[src/rtl/vcc_pkg.sv]
package vcc_pkg;

  typedef enum logic [1:0] {
    FAM_NONE  = 2'b00,
    FAM_RAM   = 2'b01,
    FAM_COLOR = 2'b10,
    FAM_OTHER = 2'b11
  } fam_e;

  typedef enum logic [1:0] {
    WK_NONE    = 2'b00,
    WK_EARLY   = 2'b01,
    WK_DELAYED = 2'b10,
    WK_RMW     = 2'b11
  } kind_e;

  // strobe vector bit positions
  localparam int IX_ROW  = 0;
  localparam int IX_COL  = 1;
  localparam int IX_WE   = 2;
  localparam int IX_XOE  = 3;
  localparam int IX_SPEC = 4;
  localparam int NSTB    = 5;
  // idle levels: active-low strobes high, special function low
  localparam logic [NSTB-1:0] STB_IDLE = 5'b01111;

  function automatic fam_e decode_family(input logic col_hi, input logic xoe_hi,
                                         input logic we_hi, input logic spec_hi);
    if (col_hi && xoe_hi && !spec_hi)
      return FAM_RAM;
    if (col_hi && xoe_hi && we_hi && spec_hi)
      return FAM_COLOR;
    return FAM_OTHER;
  endfunction

  function automatic int max2(input int a, input int b);
    return (a > b) ? a : b;
  endfunction

  // true once the elapsed count satisfies both minimum delays
  function automatic logic rmw_reached(input int elapsed, input int col_dly,
                                       input int adr_dly);
    return (elapsed >= col_dly) && (elapsed >= adr_dly);
  endfunction

endpackage

[src/rtl/vcc_strobe_sync.sv]
module vcc_strobe_sync #(
  parameter int N = 5,
  parameter logic [N-1:0] RST_VAL = '1
) (
  input  logic         clk,
  input  logic         rst_n,
  input  logic [N-1:0] async_in,
  output logic [N-1:0] lvl,
  output logic [N-1:0] prv
);
  for (genvar i = 0; i < N; i++) begin : g_bit
    logic s1, s2, s3;
    always_ff @(posedge clk or negedge rst_n) begin
      if (!rst_n) begin
        s1 <= RST_VAL[i];
        s2 <= RST_VAL[i];
        s3 <= RST_VAL[i];
      end else begin
        s1 <= async_in[i];
        s2 <= s1;
        s3 <= s2;
      end
    end
    assign lvl[i] = s2;
    assign prv[i] = s3;
  end
endmodule

[src/rtl/vcc_family_decode.sv]
module vcc_family_decode
  import vcc_pkg::*;
(
  input  logic clk,
  input  logic rst_n,
  input  logic row_fall,
  input  logic row_rise,
  input  logic col_hi,
  input  logic xoe_hi,
  input  logic we_hi,
  input  logic spec_hi,
  output fam_e fam,
  output logic masked
);
  fam_e next_fam;
  assign next_fam = decode_family(col_hi, xoe_hi, we_hi, spec_hi);

  always_ff @(posedge clk or negedge rst_n) begin
    if (!rst_n) begin
      fam    <= FAM_NONE;
      masked <= 1'b0;
    end else if (row_fall) begin
      fam    <= next_fam;
      masked <= (next_fam == FAM_RAM) && !we_hi;
    end else if (row_rise) begin
      fam    <= FAM_NONE;
      masked <= 1'b0;
    end
  end
endmodule

[src/rtl/vcc_access_classifier.sv]
module vcc_access_classifier
  import vcc_pkg::*;
#(
  parameter int COL_WR_DLY = 6,
  parameter int ADR_WR_DLY = 4
) (
  input  logic  clk,
  input  logic  rst_n,
  input  logic  ram_family,
  input  logic  row_rise,
  input  logic  col_fall,
  input  logic  col_rise,
  input  logic  we_fall,
  input  logic  we_hi,
  output kind_e kind,
  output logic  valid,
  output logic  hiz
);
  localparam int MAXD = max2(COL_WR_DLY, ADR_WR_DLY);
  localparam int CW   = $clog2(MAXD + 2) + 1;
  localparam logic [CW-1:0] CNT_SAT = CW'(MAXD + 1);

  typedef enum logic [1:0] {ST_IDLE, ST_WAIT, ST_DONE} st_e;
  st_e st;
  logic [CW-1:0] cnt;
  logic rmw_now;

  assign rmw_now = rmw_reached(int'(cnt), COL_WR_DLY, ADR_WR_DLY);

  always_ff @(posedge clk or negedge rst_n) begin
    if (!rst_n) begin
      st    <= ST_IDLE;
      cnt   <= '0;
      kind  <= WK_NONE;
      valid <= 1'b0;
      hiz   <= 1'b0;
    end else begin
      valid <= 1'b0;
      if (row_rise || !ram_family) begin
        st   <= ST_IDLE;
        kind <= WK_NONE;
        hiz  <= 1'b0;
      end else begin
        case (st)
          ST_IDLE: if (col_fall) begin
            if (!we_hi) begin
              kind  <= WK_EARLY;
              valid <= 1'b1;
              hiz   <= 1'b1;
              st    <= ST_DONE;
            end else begin
              kind <= WK_NONE;
              hiz  <= 1'b0;
              cnt  <= CW'(1);
              st   <= ST_WAIT;
            end
          end
          ST_WAIT: begin
            if (col_rise) begin
              kind  <= WK_NONE;
              valid <= 1'b1;
              st    <= ST_IDLE;
            end else if (we_fall) begin
              kind  <= rmw_now ? WK_RMW : WK_DELAYED;
              valid <= 1'b1;
              st    <= ST_DONE;
            end else if (cnt != CNT_SAT) begin
              cnt <= cnt + CW'(1);
            end
          end
          ST_DONE: if (col_rise) begin
            hiz <= 1'b0;
            st  <= ST_IDLE;
          end
          default: st <= ST_IDLE;
        endcase
      end
    end
  end
endmodule

[src/rtl/vdram_cycle_classifier.sv]
module vdram_cycle_classifier
  import vcc_pkg::*;
#(
  parameter int COL_WR_DLY = 6,
  parameter int ADR_WR_DLY = 4
) (
  input  logic       clk,
  input  logic       rst_n,
  input  logic       row_stb_n,
  input  logic       col_stb_n,
  input  logic       wr_en_n,
  input  logic       xfer_oe_n,
  input  logic       spec_fn,
  output logic [1:0] family,
  output logic       mask_wr,
  output logic [1:0] write_kind,
  output logic       class_valid,
  output logic       io_hiz
);
  localparam int RMW_THR = max2(COL_WR_DLY, ADR_WR_DLY);

  logic [NSTB-1:0] stb_raw, lvl, prv;
  assign stb_raw[IX_ROW]  = row_stb_n;
  assign stb_raw[IX_COL]  = col_stb_n;
  assign stb_raw[IX_WE]   = wr_en_n;
  assign stb_raw[IX_XOE]  = xfer_oe_n;
  assign stb_raw[IX_SPEC] = spec_fn;

  vcc_strobe_sync #(.N(NSTB), .RST_VAL(STB_IDLE)) u_sync (
    .clk(clk), .rst_n(rst_n), .async_in(stb_raw), .lvl(lvl), .prv(prv)
  );

  // named events, also observed by the checker
  logic row_fall_w, row_rise_w, cas_fall_w, cas_rise_w, we_fall_w, ras_prev_w;
  assign row_fall_w = prv[IX_ROW] && !lvl[IX_ROW];
  assign row_rise_w = !prv[IX_ROW] && lvl[IX_ROW];
  assign cas_fall_w = prv[IX_COL] && !lvl[IX_COL];
  assign cas_rise_w = !prv[IX_COL] && lvl[IX_COL];
  assign we_fall_w  = prv[IX_WE] && !lvl[IX_WE];
  assign ras_prev_w = prv[IX_ROW];

  wire unused_ok = ^{prv[IX_XOE], prv[IX_SPEC]};

  fam_e  fam_q;
  kind_e kind_q;

  vcc_family_decode u_fam (
    .clk(clk), .rst_n(rst_n),
    .row_fall(row_fall_w), .row_rise(row_rise_w),
    .col_hi(lvl[IX_COL]), .xoe_hi(lvl[IX_XOE]),
    .we_hi(lvl[IX_WE]), .spec_hi(lvl[IX_SPEC]),
    .fam(fam_q), .masked(mask_wr)
  );

  vcc_access_classifier #(.COL_WR_DLY(COL_WR_DLY), .ADR_WR_DLY(ADR_WR_DLY)) u_acc (
    .clk(clk), .rst_n(rst_n),
    .ram_family(fam_q == FAM_RAM), .row_rise(row_rise_w),
    .col_fall(cas_fall_w), .col_rise(cas_rise_w),
    .we_fall(we_fall_w), .we_hi(lvl[IX_WE]),
    .kind(kind_q), .valid(class_valid), .hiz(io_hiz)
  );

  assign family     = fam_q;
  assign write_kind = kind_q;
endmodule

[config.mk]
export PLATFORM = sky130hd
export DESIGN_NAME = vdram_cycle_classifier
export DESIGN_NICKNAME = d
export VERILOG_FILES = /design/src/rtl/vcc_pkg.sv /design/src/rtl/vcc_strobe_sync.sv /design/src/rtl/vcc_family_decode.sv /design/src/rtl/vcc_access_classifier.sv /design/src/rtl/vdram_cycle_classifier.sv
export SDC_FILE = /design/constraint.sdc
export NUM_CORES = 1
export LEC_CHECK = 0
export BUFFER_PORTS_ARGS = -buffer_cell sky130_fd_sc_hd__buf_2
export CORE_MARGIN = 2
export CORE_UTILIZATION = 30
export CTS_CLUSTER_DIAMETER = 200
export CTS_CLUSTER_SIZE = 14
export DETAILED_ROUTE_END_ITERATION = 7
export HOLD_SLACK_MARGIN = 0.08
export PLACE_DENSITY_LB_ADDON = 0.3
export SETUP_SLACK_MARGIN = 0.05
export SLEW_MARGIN = 40
export SYNTH_ARGS = -nofsm -noshare
export SYNTH_HDL_FRONTEND = slang
export SYNTH_HIERARCHICAL = 1
export SYNTH_SLANG_ARGS = --single-unit
[constraint.sdc]
create_clock -name clk -period 2.35 [get_ports clk]
set_input_delay 0.47 -clock clk [delete_from_list [all_inputs] [get_ports clk]]
set_output_delay 0.47 -clock clk [all_outputs]
set_load 0.05 [all_outputs]
==> results.txt <==
Finished Core Util -> 34.8%
CTS tree -> done
CP max stage cell -> dfstp_2
CTS Root Buffer Type -> clkbuf_8
vias in the first global route -> 728
slew margin rel. -> 62.9%
die height -> 66.2 µm
minimum hold slack -> 0.177 ns
crit path kind -> reg2reg
Total Wirelength -> 1810 µm
RePlAce Congestion -> 0.798
first-pass GRT wire length -> 3170 µm
setup_tns -> 0 ns
largest net degree at the start of global routing -> 27
Buffers on Ports -> 13
R2R depth -> 5
# DRC -> 0
First-pass DRT Iterations -> 4
kind of end point of the critical path -> register
Worst Hold Class -> in2async
Max-cap violations -> 0
H-Tree Depth -> 1
Initial Utilization -> 31.4%
reg2reg setup slack -> 0.46 ns
DR vias/cell -> 4.49
placed insts -> 150
total CTS buffers -> 3
crit-path cells -> and2b_2 -> nand2b_1 -> or3_1 -> o41ai_1 -> a21o_1
worst slew pin tran -> 0.556 ns
worst skew pair latency -> 0.27 ns
All-Layer GR Usage -> 9.46%
Peak Freq -> 530 MHz
critical path required time -> 2.56 ns
syn_area_per_cell -> 11.7 µm²
Layout Cells excl Fill -> 154
Worst Skew -> 0.00792 ns
startpoint types -> register
Die ar. -> 4380 µm²
nets -> 116
clk buf depth -> 2
pwr/cell area -> 720 nW/µm²
CTS clock-pin slew for the worst setup and hold paths -> 0.09 ns
DP Wirelength -> 1310 µm
clock sinks -> 26
fin crit period -> 1.89 ns
syn_nets -> 108
row count -> 22
Ant. Diodes -> 0
dpl ws -> 0.461 ns
Mapped Area -> 1160 µm²
area occupied by multi-input gates -> 417 µm²
fillcell total -> 381
GRT Residual Overflow -> 0
Max stage delay on crit path -> 0.54 ns
Setup Buffers After CTS -> 0
setup repair after global routing missed its margin -> false
vias -> 691
CTS Hold Bufs -> 0
Core ar. -> 3690 µm²
run status -> finished, final reports clean
fin. max-slew vios -> 0
die width -> 66.2 µm
Worst VDD drop -> 295 µV
Pleak -> 0.572 nW
DR iter-0 viols -> 19
post-synthesis cell count -> 99
CP arrival -> 2.10 ns
end of the worst register-to-register path -> u_acc/cnt[3]
number of routed nets with antenna violations -> 0
antenna violations before repair -> 0
worst setup path startpoint -> u_sync/g_bit[0].s3
Worst Path Max Fanout -> 9
endpoints failing setup -> 0
Tcrit/Tclk final -> 80.3%
post-cts sizing count -> 0
Worst R2R Start -> u_sync/g_bit[0].s3
Final Hold Vio Count -> 0
Worst Setup EP -> u_acc/cnt[3]
area grow syn2layout -> 10.7%
YS warnings -> 6
Reg area -> 664 µm²
boundary pin count -> 14
PnR worst setup slack -> 0.462 ns
WL per Instance -> 11.7 µm
fraction of layout cells with a size suffix above 1 -> 34.9%
-- how the worst min path moves through the flow --
stage	from	end	slack, ns	cells after the start
2_1_floorplan	rst_n	u_acc/cnt[0]	0.17	0
3_3_place_gp	u_sync/g_bit[4].s1	u_sync/g_bit[4].s2	0.34	0
3_5_place_dp	u_sync/g_bit[4].s1	u_sync/g_bit[4].s2	0.34	0
4_1_cts	rst_n	u_acc/cnt[0]	0.19	1
5_1_grt	rst_n	u_acc/cnt[0]	0.21	1
6_report	rst_n	u_acc/cnt[0]	0.18	1
-- worst max-delay path, delay by kind of cell (launching register included) --
family | cells | cell delay (ns)
and+or+nand+nor | 3 | 0.89
DFF | 1 | 0.54
AOI/OAI and AO/OA | 2 | 0.41
-- area by class of cell --
type                       instances  area share (%)
sequential                        26            51.8
multi-input combinational         60            32.5
clock buffer                       4            5.17
timing repair buffer              13            5.07
tap                               48            4.68
inverter                           3           0.877
-- where the power goes --
group	internal, W	switching [W]
Sequential	0.000481	0.0000194
Clock	0.000185	0.000139
Combinational	0.0000360	0.0000643
-- through the flow --
stage | instance area [µm²] | power [W]
finish | 1280 | 0.000924
global route | 1280 | 0.000975
CTS | 1280 | 0.000938
detailed placement | 1220 | 0.000610
global placement | 1220 | 0.000607
floorplan | 1160 | 0.000587
-- flip-flops by register name, summed over array words and instances (netlist names) --
name / flops
u_acc/cnt: 4
u_acc/hiz: 1
u_acc/kind: 2
u_acc/st: 2
u_acc/valid: 1
u_fam/fam: 2
u_fam/masked: 1
u_sync/g_bit.s1: 5
u_sync/g_bit.s2: 5
u_sync/g_bit.s3: 3
-- per-layer routing --
layer / part of all wire [%] / global-route usage (%)
met5: 0 / 0
met4: 1.2 / 4.85
met3: 3.7 / 2.04
met2: 44 / 14.1
met1: 51 / 12.8
-- cells in the final DEF, fill, tap and decap left out, drive strengths merged --
| cell | count |
|---|---|
| o22ai | 1 |
| nor3 | 1 |
| dfrtp | 15 |
| nor2b | 5 |
| nand2 | 4 |
| a21o | 1 |
| ha | 2 |
| nor3b | 1 |
| nor2 | 8 |
| and2b | 4 |
| o21ai | 5 |
| a211oi | 1 |
| a2111oi | 1 |
| nand3 | 2 |
| o41ai | 2 |
| nand4 | 1 |
| nand2b | 6 |
| mux2 | 1 |
| o2bb2ai | 1 |
| or2b | 1 |
| a22o | 2 |
| buf | 13 |
| a2bb2oi | 1 |
| or3 | 3 |
| dfstp | 11 |
| nand3b | 2 |
| clkbuf | 4 |
| inv | 3 |
| a21oi | 3 |
| a32oi | 1 |
Power figures use the tool's default switching activity.
